## src/rtl/tx_cfg_pkg.sv

```systemverilog
// Package: shared constants and types for the asynchronous character transmitter.
// Assumes an 8-bit host byte and a 16x oversampling tick.
package tx_cfg_pkg;
    localparam int TX_DATA_W   = 8;                        // widest character
    localparam int TX_OSR      = 16;                       // ticks per bit
    localparam int TX_MIN_BITS = TX_DATA_W - 3;            // shortest character
    localparam int TX_CNT_W    = $clog2(2 * TX_OSR);       // tick counter width
    localparam int TX_IDX_W    = $clog2(TX_DATA_W);        // data bit index width

    // Decoded frame settings captured with each character
    typedef struct packed {
        logic [TX_IDX_W-1:0] nbits_m1;   // data bit count minus one
        logic                par_en;     // parity bit present
        logic                par_odd;    // odd (1) or even (0) parity
        logic [TX_CNT_W-1:0] stop_last;  // last tick index of the stop time
    } frame_cfg_t;

    typedef enum logic [2:0] {
        TS_IDLE,
        TS_START,
        TS_DATA,
        TS_PAR,
        TS_STOP
    } tx_state_t;
endpackage

```

## src/rtl/tx_cfg_decode.sv

```systemverilog
// Module: tx_cfg_decode
// Turns the raw configuration codes into a decoded frame setting.
// Purely combinational; assumes the codes are static while sampled.
module tx_cfg_decode
    import tx_cfg_pkg::*;
#(
    parameter int OSR = TX_OSR
) (
    input  logic [1:0]  len_sel,
    input  logic [1:0]  par_sel,
    input  logic [1:0]  stop_sel,
    output frame_cfg_t  cfg
);
    localparam int STOP1_LAST  = OSR - 1;
    localparam int STOP15_LAST = OSR + (OSR / 2) - 1;
    localparam int STOP2_LAST  = 2 * OSR - 1;

    // Decode length, parity and stop codes into the frame setting
    always_comb begin
        cfg.nbits_m1 = TX_IDX_W'(TX_MIN_BITS - 1) + TX_IDX_W'(len_sel);
        cfg.par_en   = (par_sel == 2'b01) || (par_sel == 2'b10);
        cfg.par_odd  = (par_sel == 2'b01);
        case (stop_sel)
            2'd0:    cfg.stop_last = TX_CNT_W'(STOP1_LAST);
            2'd1:    cfg.stop_last = TX_CNT_W'(STOP15_LAST);
            default: cfg.stop_last = TX_CNT_W'(STOP2_LAST);
        endcase
    end
endmodule

```

## src/rtl/tx_hold_buf.sv

```systemverilog
// Module: tx_hold_buf
// One-character holding register between the host and the frame engine.
// Assumes a write is dropped while full; take clears it in the same clock.
module tx_hold_buf #(
    parameter int DATA_W = tx_cfg_pkg::TX_DATA_W
) (
    input  logic              clk,
    input  logic              rst_n,
    input  logic              wr_en,
    input  logic [DATA_W-1:0] wr_data,
    input  logic              take,
    output logic              full,
    output logic [DATA_W-1:0] data_q
);
    // Capture a host character when free, release it when the engine takes it
    always_ff @(posedge clk) begin
        if (!rst_n) begin
            full   <= 1'b0;
            data_q <= '0;
        end else if (wr_en && !full) begin
            full   <= 1'b1;
            data_q <= wr_data;
        end else if (take) begin
            full   <= 1'b0;
        end
    end


    ignored_write_chk: assert property (@(posedge clk) disable iff (!rst_n)
        (wr_en && full) |=> $stable(data_q));


    accept_write_chk: assert property (@(posedge clk) disable iff (!rst_n)
        (wr_en && !full) |=> (full && data_q == $past(wr_data)));
endmodule

```

## src/rtl/tx_frame_engine.sv

```systemverilog
// Module: tx_frame_engine
// Shifts one character out as start, data (LSB first), optional parity and stop.
// Assumes load only arrives while idle; every state step waits for tick.
module tx_frame_engine
    import tx_cfg_pkg::*;
#(
    parameter int DATA_W = TX_DATA_W,
    parameter int OSR    = TX_OSR
) (
    input  logic              clk,
    input  logic              rst_n,
    input  logic              tick,
    input  logic              load,
    input  logic [DATA_W-1:0] load_data,
    input  frame_cfg_t        load_cfg,
    output logic              busy,
    output logic              txd
);
    localparam logic [TX_CNT_W-1:0] BIT_LAST = TX_CNT_W'(OSR - 1);

    tx_state_t           state;
    frame_cfg_t          cfg_q;
    logic [DATA_W-1:0]   sh;
    logic [DATA_W-1:0]   mask;
    logic [TX_CNT_W-1:0] tick_cnt;
    logic [TX_IDX_W-1:0] bit_idx;
    logic                par_bit;
    logic                txd_q;
    logic                bit_end;

    // One mask bit per data position: keep bits within the chosen length
    for (genvar g = 0; g < DATA_W; g++) begin : g_mask
        assign mask[g] = (TX_IDX_W'(g) <= load_cfg.nbits_m1);
    end

    // Detect the last tick of the current bit or of the stop time
    always_comb begin
        if (state == TS_STOP) bit_end = (tick_cnt == cfg_q.stop_last);
        else                  bit_end = (tick_cnt == BIT_LAST);
    end

    // Frame sequencer: load, then step through the bit slots on ticks
    always_ff @(posedge clk) begin
        if (!rst_n) begin
            state    <= TS_IDLE;
            cfg_q    <= '0;
            sh       <= '0;
            tick_cnt <= '0;
            bit_idx  <= '0;
            par_bit  <= 1'b0;
            txd_q    <= 1'b1;
        end else if (load) begin
            state    <= TS_START;
            cfg_q    <= load_cfg;
            sh       <= load_data & mask;
            par_bit  <= (^(load_data & mask)) ^ load_cfg.par_odd;
            tick_cnt <= '0;
            bit_idx  <= '0;
            txd_q    <= 1'b0;
        end else if (tick && state != TS_IDLE) begin
            if (!bit_end) begin
                tick_cnt <= tick_cnt + 1'b1;
            end else begin
                tick_cnt <= '0;
                case (state)
                    TS_START: begin
                        state <= TS_DATA;
                        txd_q <= sh[0];
                        sh    <= sh >> 1;
                    end
                    TS_DATA: begin
                        if (bit_idx == cfg_q.nbits_m1) begin
                            if (cfg_q.par_en) begin
                                state <= TS_PAR;
                                txd_q <= par_bit;
                            end else begin
                                state <= TS_STOP;
                                txd_q <= 1'b1;
                            end
                        end else begin
                            bit_idx <= bit_idx + 1'b1;
                            txd_q   <= sh[0];
                            sh      <= sh >> 1;
                        end
                    end
                    TS_PAR: begin
                        state <= TS_STOP;
                        txd_q <= 1'b1;
                    end
                    default: begin
                        state <= TS_IDLE;
                        txd_q <= 1'b1;
                    end
                endcase
            end
        end
    end

    assign busy = (state != TS_IDLE);
    assign txd  = txd_q;


    start_bit_chk: assert property (@(posedge clk) disable iff (!rst_n)
        load |=> (!txd && busy));


    stop_high_chk: assert property (@(posedge clk) disable iff (!rst_n)
        (state == TS_STOP) |-> txd);


    cfg_hold_chk: assert property (@(posedge clk) disable iff (!rst_n)
        (busy && !load) |=> $stable(cfg_q));


    stop_window_chk: assert property (@(posedge clk) disable iff (!rst_n)
        (state == TS_STOP) |-> (tick_cnt <= cfg_q.stop_last));
endmodule

```

## src/rtl/async_char_tx.sv

```systemverilog
// Module: async_char_tx (top)
// Double-buffered asynchronous character transmitter with runtime framing.
// Assumes tick16 is a single-clock pulse at 16x the bit rate.
module async_char_tx
    import tx_cfg_pkg::*;
#(
    parameter int DATA_W = TX_DATA_W,
    parameter int OSR    = TX_OSR
) (
    input  logic              clk,
    input  logic              rst_n,
    input  logic              tick16,
    input  logic              wr_en,
    input  logic [DATA_W-1:0] wr_data,
    input  logic [1:0]        len_sel,
    input  logic [1:0]        par_sel,
    input  logic [1:0]        stop_sel,
    output logic              txd,
    output logic              hold_empty,
    output logic              tx_idle
);
    frame_cfg_t        cfg_now;
    logic              hold_full;
    logic [DATA_W-1:0] hold_data;
    logic              eng_busy;
    logic              eng_load;

    tx_cfg_decode #(.OSR(OSR)) u_dec (
        .len_sel  (len_sel),
        .par_sel  (par_sel),
        .stop_sel (stop_sel),
        .cfg      (cfg_now)
    );

    tx_hold_buf #(.DATA_W(DATA_W)) u_hold (
        .clk     (clk),
        .rst_n   (rst_n),
        .wr_en   (wr_en),
        .wr_data (wr_data),
        .take    (eng_load),
        .full    (hold_full),
        .data_q  (hold_data)
    );

    tx_frame_engine #(.DATA_W(DATA_W), .OSR(OSR)) u_eng (
        .clk       (clk),
        .rst_n     (rst_n),
        .tick      (tick16),
        .load      (eng_load),
        .load_data (hold_data),
        .load_cfg  (cfg_now),
        .busy      (eng_busy),
        .txd       (txd)
    );

    // Move a queued character into the engine as soon as it is free
    assign eng_load   = hold_full && !eng_busy;
    assign hold_empty = !hold_full;
    assign tx_idle    = !hold_full && !eng_busy;


    idle_flag_chk: assert property (@(posedge clk) disable iff (!rst_n)
        tx_idle |-> (hold_empty && txd));
endmodule

```

## config.mk

```make
export PLATFORM = sky130hd
export DESIGN_NAME = async_char_tx
export DESIGN_NICKNAME = d
export VERILOG_FILES = /design/src/rtl/tx_cfg_pkg.sv /design/src/rtl/tx_cfg_decode.sv /design/src/rtl/tx_hold_buf.sv /design/src/rtl/tx_frame_engine.sv /design/src/rtl/async_char_tx.sv
export SDC_FILE = /design/constraint.sdc
export NUM_CORES = 1
export LEC_CHECK = 0
export ABC_AREA = 1
export BUFFER_PORTS_ARGS = -buffer_cell sky130_fd_sc_hd__buf_2
export CORE_ASPECT_RATIO = 0.9
export CORE_UTILIZATION = 57
export CTS_CLUSTER_DIAMETER = 150
export DETAILED_ROUTE_END_ITERATION = 8
export PLACE_DENSITY = 0.78
export SLEW_MARGIN = 20
export SYNTH_ARGS = -nofsm -noshare
export SYNTH_HDL_FRONTEND = slang
export SYNTH_SLANG_ARGS = --single-unit
```

## constraint.sdc

```tcl
create_clock -name clk -period 1.6 [get_ports clk]
set_input_delay 0.24 -clock clk [delete_from_list [all_inputs] [get_ports clk]]
set_output_delay 0.24 -clock clk [all_outputs]
set_load 0.01 [all_outputs]
```

==> impl_metrics.json, run 1 <==
{
  "status": "completed",
  "synth_cell_types": 31,
  "peakVddDrop_uv": 672,
  "cp_slowest_stage_delay_ns": 0.36,
  "finalClockSkew_ns": 0.00838,
  "tritoncts": "yes",
  "viasPerCell": 5.11,
  "tightest_slew_ns": 0.363,
  "cts-root-buf": "clkbuf_8",
  "clk_pin_slew_ns": 0.07,
  "clockBufferDepth": 2,
  "syn_nets": 300,
  "power.share.sequential_pct": 49.0,
  "antenna_left": 0,
  "startpoint_type": "flop",
  "finalSetupViolations": 0,
  "drc": 0,
  "row_count": 19,
  "die_w_um": 62.7,
  "setup_tns_ns": 0,
  "yosys_warnings": 0,
  "clock-sinks": 36,
  "fin_crit_sh_pct": 98.5,
  "final.fill_count": 243,
  "power_density_mw_per_mm2": 885,
  "fmax_mhz": 634,
  "dr.pass1.iters": 4,
  "gp_congestion": 0.905,
  "crit_top_cell": "nand2_1",
  "diodes": 0,
  "netlist.area_leader.share_pct": 38.1,
  "cp.buffers_inverters": 1,
  "antenna_found_initial": 0,
  "p_leak_nw": 1.08,
  "die_h_um": 56.6,
  "cpMaxStageDelayCell": "dfxtp_2",
  "wl_per_cell_um": 12.1,
  "hpwl_mm": 3.00,
  "die_area_mm2": 0.00355,
  "hold_violations": 0,
  "synth_seq_cells": 36,
  "place_area_mm2": 0.00207,
  "vias": 1823,
  "grt_util_all_layers_pct": 24.9,
  "endpoint_kind": "flop",
  "syn2layout_area_growth_pct": 21.7,
  "initial_utilization_pct": 60.7,
  "switchingPower_mw": 0.572,
  "maxSlewHeadroom_pct": 75.8,
  "required_ns": 1.78,
  "switching_share_pct": 28.1,
  "numCtsBuffers": 5,
  "drive_gt1_share_pct": 22.5,
  "overflow": 0,
  "crit_family": "simple AND/OR/NAND/NOR gates",
  "nets": 335,
  "synth.area.top_cells": "dfxtp_1, nand2_1, inv_1",
  "clk_latency_ns": 0.28,
  "worstPathCellList": "nor2_4 -> nand3_2 -> nand2_1 -> nand2_1 -> nor2_4 -> buf_4 -> nand2_4 -> nor2_4 -> nand2_1 -> nand2_1 -> nor2_1",
  "grt_pass1_vias": 1567,
  "min_path_type": "input port to flop",
  "drtIter0Drc": 111,
  "fin_crit_ns": 1.58,
  "slew_violations": 0,
  "reg2reg_depth": 11,
  "yosysTopAreaCell": "dfxtp_1",
  "path_max_fanout": 5,
  "postCtsHoldBufs": 0,
  "pwr-share-comb_pct": 18.9,
  "port_buffers": 20,
  "grt_max_degree": 23,
  "syn_inst": 279,
  "p_clk_share_pct": 32.1,
  "synthesis.area_mm2": 0.00189,
  "cp.depth": 11,
  "critical_path_class": "flop to flop",
  "rsz0062_at_grt": "yes",
  "arrival_ns": 1.76,
  "core_mm2": 0.00311,
  "yosysSeqAreaShare_pct": 38.1,
  "io_pins": 21,
  "postSynthAreaPerCell_um2": 6.78,
  "drv_cap": 0,
  "grt_pass1_wl_mm": 6.96,
  "postLayoutCellArea_mm2": 0.00230,
  "p_int_mw": 1.46,
  "wl_mm": 4.33,
  "cts-htree-levels": 2,
  "hold_depth": 2,
  "final_core_util_pct": 73.9
}
[cells by family after synthesis]
logic type	share of synthesized area [%]
and+or+nand+nor	30.5
AOI/OAI and AO/OA	14.7
buffers and inverters	10.5
DFF	38.1
xor gates and xnor gates	4.17
adders and majority gates	1.99
[placed cells by master (no fill, tap or decap), types with 2 or more instances in the layout]
| cell type | n |
|---|---|
| a21oi_1 | 16 |
| a21oi_2 | 4 |
| buf_2 | 20 |
| buf_4 | 16 |
| clkbuf_1 | 2 |
| clkbuf_8 | 6 |
| dfxtp_1 | 33 |
| dfxtp_2 | 2 |
| ha_1 | 3 |
| inv_1 | 39 |
| inv_2 | 2 |
| nand2_1 | 54 |
| nand2_2 | 3 |
| nand3_1 | 17 |
| nand3_2 | 3 |
| nand3_4 | 2 |
| nand4_1 | 2 |
| nor2_1 | 34 |
| nor2_2 | 2 |
| nor2_4 | 4 |
| nor3_1 | 4 |
| o21ai_0 | 22 |
| o21ai_1 | 3 |
| or2_2 | 2 |
| xnor2_1 | 3 |
| xor2_1 | 6 |
[state kept, by name (all words and copies together) (netlist names)]
name / count
u_eng.sh: 8
u_hold.data_q: 8
u_eng.cfg_q: 6
u_eng.tick_cnt: 5
u_eng.bit_idx: 3
u_eng.state: 3
u_eng.par_bit: 1
u_eng.txd: 1
u_hold.full: 1
[power by group through the flow]
| stage | sequential [mW] | clock [mW] | combinational [mW] |
|---|---|---|---|
| after floorplan | 1.01 | 0 | 0.246 |
| after global placement | 1.01 | 0 | 0.345 |
| after detailed placement | 1.02 | 0 | 0.354 |
| after CTS | 0.996 | 0.649 | 0.357 |
| after global routing | 1.00 | 0.700 | 0.430 |
| final | 0.998 | 0.654 | 0.384 |
[layout make-up]
type | count | area, um2 | share of cell area, %
flip-flops and latches | 36 | 727 | 31.6
inverters | 41 | 154 | 6.69
repair buffers | 36 | 220 | 9.57
clock buffers | 8 | 90.1 | 3.92
multi-input cells | 194 | 1060 | 45.9
well taps | 42 | 52.6 | 2.28
[final timing paths]
path | start | endpoint | slack [ns]
hold reg to reg | u_eng.cfg_q[7] | u_eng.cfg_q[7] | 0.47
setup / recovery | u_eng.state[0] | u_eng.state[2] | 0.02
hold / removal | stop_sel[0] | u_eng.cfg_q[3] | 0.17
setup reg to reg | u_eng.state[0] | u_eng.state[2] | 0.02
[synthesized netlist by cell type, drive strengths merged]
master,n
nand2,58
inv,41
nor2,40
dfxtp,36
o21ai,25
a21oi,21
nand3,21
xor2,6
clkbuf,5
nor3,5
buf,4
ha,3
xnor2,3
nand4,2
or2,2
a211oi,1
a21o,1
a31oi,1
nand3b,1
nor4,1
o21a,1
o21bai,1
[routing by layer]
metal | vias up | track usage, % | wire [um]
li1 | 955 | - | -
met3 | 4 | 5.69 | 165
met1 | 824 | 36.7 | 2270
met2 | 40 | 36.8 | 1860
met5 | - | 0 | 0
met4 | 0 | 5.65 | 41
[per-stage QoR]
step | worst slack (ns) | cells | hold slack, ns | power, mW
finish | 0.0233 | 357 | 0.169 | 2.04
detailed placement | -0.0281 | 341 | 0.456 | 1.37
floorplan | 0.159 | 279 | 0.341 | 1.25
global route | -0.0967 | 357 | 0.165 | 2.13
global placement | 0.0112 | 341 | 0.443 | 1.36
CTS | 0.0560 | 349 | 0.163 | 2.00
[timing repair]
action | in CTS | in global routing
gates cloned | 0 | 1
buffers inserted | 0 | 7
endpoints found under the setup margin | 2 | 18
pin swaps | 0 | 5
resized for setup | 3 | 21
(Power assumes the default switching activity.)
==> run 2, diff against run 1 <==
- CORE_UTILIZATION: 57 -> 59
- PLACE_DENSITY: 0.78 -> 0.79
- SYNTH_HIERARCHICAL: not set -> 1
==> run 2 against run 1 <==
  * Synthesized area up 19%
  * Combinational power up 14%
  * Cell area up 14%
  * Total power up 4.7%
  * Hold slack better by 0.089 ns
  * Via count up 23%
  * Clock power down 3.5%
  * Critical path type unchanged
  * Count of clock-buffer cells in the layout down 1
  * Non-clock buffer count up 9
  * Critical endpoint is now u_eng/sh[4]
  * First-iteration DRC count up 58%
==> impl_metrics.json, run 2 <==
{
  "yosysSeqAreaShare_pct": 34.7,
  "grt_pass1_wl_mm": 8.15,
  "drc": 0,
  "vias": 2237,
  "diodes": 0,
  "setup_tns_ns": 0,
  "p_leak_nw": 1.28,
  "final_common_cell": "nand2_1",
  "postCtsHoldBufs": 0,
  "die_h_um": 60.6,
  "wl_met1_mm": 2.46,
  "synth_common_cells": "nand2_1, inv_1, dfxtp_1, nor2_1, nand3_1",
  "postSynthAreaPerCell_um2": 6.56,
  "io_pins": 21,
  "drive_gt1_share_pct": 20.7,
  "grt_pass1_vias": 1851,
  "gp_congestion": 0.887,
  "p_clk_share_pct": 29.6,
  "startpoint_type": "flop",
  "synth_cell_types": 30,
  "wl_per_cell_um": 11.5,
  "clk_pin_slew_ns": 0.08,
  "drv_cap": 0,
  "nets": 406,
  "antenna_left": 0,
  "power.share.sequential_pct": 49.8,
  "yosys_warnings": 6,
  "top_regs": "u_eng/cfg_q x9, u_eng/sh x8, u_hold/data_q x8",
  "pwr-share-comb_pct": 20.5,
  "grt_max_degree": 23,
  "fin_crit_sh_pct": 97.9,
  "clk_latency_ns": 0.29,
  "synth.most_common_cell": "nand2_1",
  "die_area_mm2": 0.00406,
  "synth_ff_type": "dfxtp_1",
  "min_path_type": "input port to flop",
  "netlist.area_leader.share_pct": 34.7,
  "status": "completed",
  "reg2reg_depth": 10,
  "dr_wl_met3_um": 403,
  "arrival_ns": 1.75,
  "row_count": 20,
  "grt_util_all_layers_pct": 26.7,
  "worstSetupEndpoint": "u_eng/sh[4]",
  "fmax_mhz": 639,
  "switchingPower_mw": 0.624,
  "largest_reg_flops": 9,
  "whs_ns": 0.258,
  "drtIter0Drc": 175,
  "viasPerCell": 5.20,
  "clockBufferDepth": 2,
  "top_layer_used": "met4",
  "layout_common_cells": "nand2_1, inv_1, nor2_1, dfxtp_1, nand3_1",
  "largest-register": "u_eng/cfg_q",
  "hold_violations": 0,
  "fin_crit_ns": 1.57,
  "critPathLaunch": "u_eng/state[0]",
  "core_mm2": 0.00350,
  "switching_share_pct": 29.3,
  "finalSetupViolations": 0,
  "required_ns": 1.79,
  "async_flop_share_pct": 0,
  "cts-htree-levels": 2,
  "antenna_found_initial": 0,
  "p_total_mw": 2.13,
  "numCtsBuffers": 5,
  "tritoncts": "yes",
  "p_int_mw": 1.51,
  "initial_utilization_pct": 64.2,
  "synthesis.area_mm2": 0.00225,
  "die_w_um": 67.1,
  "critical_path_class": "flop to flop",
  "port_buffers": 20,
  "finalClockSkew_ns": 0.00642,
  "endpoint_kind": "flop",
  "wl_mm": 4.94,
  "peakVddDrop_uv": 703,
  "final.fill_count": 284,
  "place_area_mm2": 0.00247,
  "synth.area.top_cells": "dfxtp_1, nand2_1, nand3_1",
  "synth_seq_cells": 39,
  "postLayoutCellArea_mm2": 0.00263,
  "r2r-end": "u_eng/sh[4]",
  "dr.pass1.iters": 4,
  "overflow": 0,
  "synth_edf_count": 0,
  "reg2reg_from": "u_eng/state[0]",
  "hpwl_mm": 3.71,
  "path_max_fanout": 12,
  "syn2layout_area_growth_pct": 17.1,
  "syn_inst": 343,
  "slew_violations": 0,
  "r2r_slack_ns": 0.03,
  "power_density_mw_per_mm2": 810,
  "cts-root-buf": "clkbuf_8",
  "clock-sinks": 39,
  "yosysTopAreaCell": "dfxtp_1",
  "rsz0062_at_grt": "yes",
  "dr_wl_met2_mm": 2.04
}
-- run 2: through the flow --
stage,util (%),worst slack [ns],cells
detailed placement,70.6,-0.110,417
global placement,70.6,-0.0527,417
finish,75.1,0.0339,430
global route,75.1,-0.134,430
floorplan,-,0.0190,346
CTS,73.4,0.00508,426
-- run 2: layout make-up --
| type | instances | area, um2 | area share, % |
|---|---|---|---|
| clock buffer | 7 | 76.3 | 2.90 |
| sequential | 39 | 792 | 30.1 |
| clock inverter | 1 | 5.00 | 0.190 |
| multi-input combinational | 245 | 1230 | 46.6 |
| tap | 44 | 55.1 | 2.09 |
| inverter | 48 | 185 | 7.03 |
| timing repair inverter | 1 | 5.00 | 0.190 |
| timing repair buffer | 45 | 288 | 10.9 |
-- run 2: power by group through the flow --
stage                     logic [mW]  clock network [mW]  registers, mW
after global placement         0.397                   0           1.08
after floorplan                0.292                   0           1.08
after detailed placement       0.405                   0           1.09
after global routing           0.492               0.696           1.07
final                          0.438               0.631           1.06
after CTS                      0.409               0.647           1.06
-- run 2: timing repair --
| item | 4_1_cts | 5_1_grt |
|---|---|---|
| endpoints found under the hold margin | 0 | 0 |
| pin swaps | 1 | 3 |
| gates resized for setup | 4 | 10 |
| setup endpoints to repair | 12 | 19 |
| buffers inserted | 0 | 3 |
| cloned | 1 | 1 |
-- run 2: worst min path at each step --
stage                startpoint                to  slack, ns  cells past startpoint
floorplan                 rst_n    u_eng/cfg_q[6]       0.38                      2
global route         wr_data[7]  u_hold/data_q[7]       0.27                      5
finish               wr_data[7]  u_hold/data_q[7]       0.26                      5
detailed placement  u_eng/sh[0]       u_eng/sh[0]       0.45                      2
CTS                  wr_data[5]  u_hold/data_q[5]       0.26                      5
global placement    u_eng/sh[7]       u_eng/sh[7]       0.45                      2
-- run 2: routing by layer --
| layer | up-vias | GRT usage, % |
|---|---|---|
| li1 | 1173 | - |
| met1 | 988 | 38.6 |
| met2 | 72 | 39.7 |
| met3 | 4 | 6.77 |
| met4 | 0 | 6.69 |
| met5 | - | 0 |
-- run 2: cells by family (layout without fill, tap and decap cells) --
family          Yosys count  after routing  synth area share [%]
simple gates            181            182                  36.4
buf+inv                  63            102                  12.7
mux                       1              1                 0.445
flops                    39             39                  34.7
compound gates           48             48                  11.1
fa+ha+maj                 3              3                  1.67
xor+xnor                  7              7                  2.73
other cells               1              4                 0.167
-- run 2: critical path, stage by stage, from the launching register on --
cell and delay (ns):
dfxtp_4 0.37, nor2_4 0.17, nand2_2 0.12, nor2_4 0.17, buf_4 0.15, buf_4 0.17, nand2_1 0.06, o21ai_0 0.07
nand3_1 0.09, nand2_1 0.06, nor2_1 0.04
==> run 3, diff against run 2 <==
- ABC_AREA: 1 -> not set
- PLACE_DENSITY: 0.79 -> 0.8
==> run 3 against run 2 <==
  * The flow now finishes with violations (setup timing)
  * Final cell count shrank 17%
  * Via count decreased by 7.0%
  * Largest cell class unchanged
  * Synthesized cell count shrank 28%
  * Synthesized area shrank 4.2%
  * Die area decreased by 4.0%
  * Wire length up 23%
  * Flip-flop and latch count did not move
  * Setup slack worse by 0.47 ns
  * Sequential power hardly changed
  * Combinational power up 8.7%
==> impl_metrics.json, run 3 <==
{
  "status": "complete, but fails checks",
  "violations": "setup timing",
  "peakVddDrop_uv": 784,
  "fin_crit_sh_pct": 127,
  "final_core_util_pct": 84.5,
  "slew_violations": 0,
  "cts-htree-levels": 2,
  "overflow": 0,
  "clock-sinks": 39,
  "antenna_found_initial": 0,
  "endpoint_kind": "flop",
  "antenna_left": 0,
  "numCtsBuffers": 5,
  "finalClockSkew_ns": 0.00500,
  "startpoint_type": "flop",
  "grt_pass1_vias": 1873,
  "yosysTopAreaCell": "dfxtp_1",
  "largest_reg_flops": 9,
  "drive_gt1_share_pct": 33.3,
  "netlist.area_leader.share_pct": 36.2,
  "synth_ff_type": "dfxtp_1",
  "fin_crit_ns": 2.04,
  "io_pins": 21,
  "hold_violations": 0,
  "synth.area.top_cells": "dfxtp_1, mux2i_1, nand2_1",
  "drv_cap": 0,
  "die_w_um": 65.7,
  "cts-root-buf": "clkbuf_8",
  "synth_common_cells": "dfxtp_1, nand2_1, mux2i_1, a21oi_1, nor2_1",
  "fmax_mhz": 491,
  "critical_path_class": "flop to flop",
  "synth_seq_cells": 39,
  "layout_common_cells": "buf_4, nand2_1, dfxtp_1, mux2i_1, buf_2",
  "grt_util_all_layers_pct": 30.2,
  "min_path_type": "input port to flop",
  "tritoncts": "yes",
  "maxSlewHeadroom_pct": 59.3,
  "synth_edf_count": 0,
  "rsz0062_at_grt": "yes",
  "finalSetupViolations": 23,
  "largest-register": "u_eng/cfg_q",
  "gp_congestion": 0.843,
  "grt_max_degree": 22,
  "clk_latency_ns": 0.30,
  "path_max_fanout": 5,
  "yosysSeqAreaShare_pct": 36.2,
  "synthesis.area_mm2": 0.00215,
  "initial_utilization_pct": 62.8,
  "synth.most_common_cell": "dfxtp_1",
  "p_leak_nw": 1.25,
  "p_total_mw": 2.53,
  "core_mm2": 0.00343,
  "die_area_mm2": 0.00390,
  "port_buffers": 20,
  "whs_ns": 0.173,
  "synth_cell_types": 52,
  "syn2layout_area_growth_pct": 34.4,
  "diodes": 0,
  "nets": 332,
  "required_ns": 1.79,
  "wl_mm": 6.05,
  "postSynthAreaPerCell_um2": 8.69,
  "dp_slack_ns": -0.394,
  "yosys_warnings": 6,
  "dr.pass1.iters": 4,
  "arrival_ns": 2.22,
  "vias": 2080,
  "hpwl_mm": 3.33,
  "setup_ws_ns": -0.435,
  "drc": 0,
  "clk_pin_slew_ns": 0.08,
  "power_density_mw_per_mm2": 875,
  "clockBufferDepth": 2,
  "die_h_um": 59.3,
  "drtIter0Drc": 180,
  "row_count": 20,
  "top_regs": "u_eng/cfg_q x9, u_eng/sh x8, u_hold/data_q x8",
  "async_flop_share_pct": 0,
  "grt_pass1_wl_mm": 8.60,
  "wl_per_cell_um": 17.0,
  "viasPerCell": 5.84,
  "tightest_slew_ns": 0.608,
  "final_common_cell": "buf_4",
  "syn_inst": 248
}
run 3: cell types whose count changed after synthesis, moves of 12 or more:
cell	previous run	this run
nand2_1	82	37
nor2_1	39	13
nand3_1	32	1
mux2i_1	1	27
inv_1	42	10
nor2b_1	0	12
o21ai_0	22	10
run 3: critical path: stages (launching register included):
cell	delay, ns
dfxtp_2	0.33
or4_4	0.54
a21oi_4	0.20
o21ai_4	0.13
nor3_4	0.25
buf_4	0.18
mux2i_1	0.20
a21boi_1	0.09
run 3: cell families after synthesis:
logic type,synth area share [%]
flops,36.2
xor+xnor,5.69
simple gates,20.2
mux,12.5
compound gates,15.9
buf+inv,7.14
fa+ha+maj,2.21
other cells,0.174
run 3: through the flow:
step	TNS (ns)	std cells	instance area [um2]
after floorplan	-3.07	251	2200
after global placement	-6.63	336	2520
after detailed placement	-7.07	336	2520
after CTS	-5.25	353	2810
after global routing	-8.77	356	2900
final	-7.08	356	2900
run 3: worst paths after layout:
| check | from | slack, ns | cells past startpoint | end |
|---|---|---|---|---|
| setup / recovery | u_eng/state[0] | -0.44 | 7 | u_eng/state[0] |
| hold / removal | wr_data[6] | 0.17 | 3 | u_hold/data_q[6] |
| setup reg to reg | u_eng/state[0] | -0.44 | 7 | u_eng/state[0] |
| hold reg to reg | u_hold/data_q[5] | 0.47 | 2 | u_hold/data_q[5] |
run 3: where the power goes:
group          internal, mW  total (mW)  switching [mW]
registers              1.03        1.07          0.0464
clock network         0.623       0.984           0.360
logic                 0.240       0.476           0.237
run 3: cell type report:
class / instances / area (um2)
Clock inverter: 2 / 60.1
Sequential cell: 39 / 787
Fill cell: 174 / 533
Clock buffer: 6 / 72.6
Inverter: 10 / 37.5
Timing Repair Buffer: 70 / 534
Multi-Input combinational cell: 185 / 1350
Tap cell: 44 / 55.1
run 3: per-layer routing:
metal	global-route usage [%]	wire length [um]	vias to the layer above
li1	-	-	973
met4	15.8	231	0
met5	0	0	-
met2	50.1	2920	109
met3	6.54	408	25
met1	36.8	2500	973
run 3: timing repair:
item	in CTS	in global routing
pin swaps	7	13
gates cloned	1	0
hold buffers	0	0
endpoints found under the setup margin	28	30
setup buffers	8	6
resized for setup	17	18
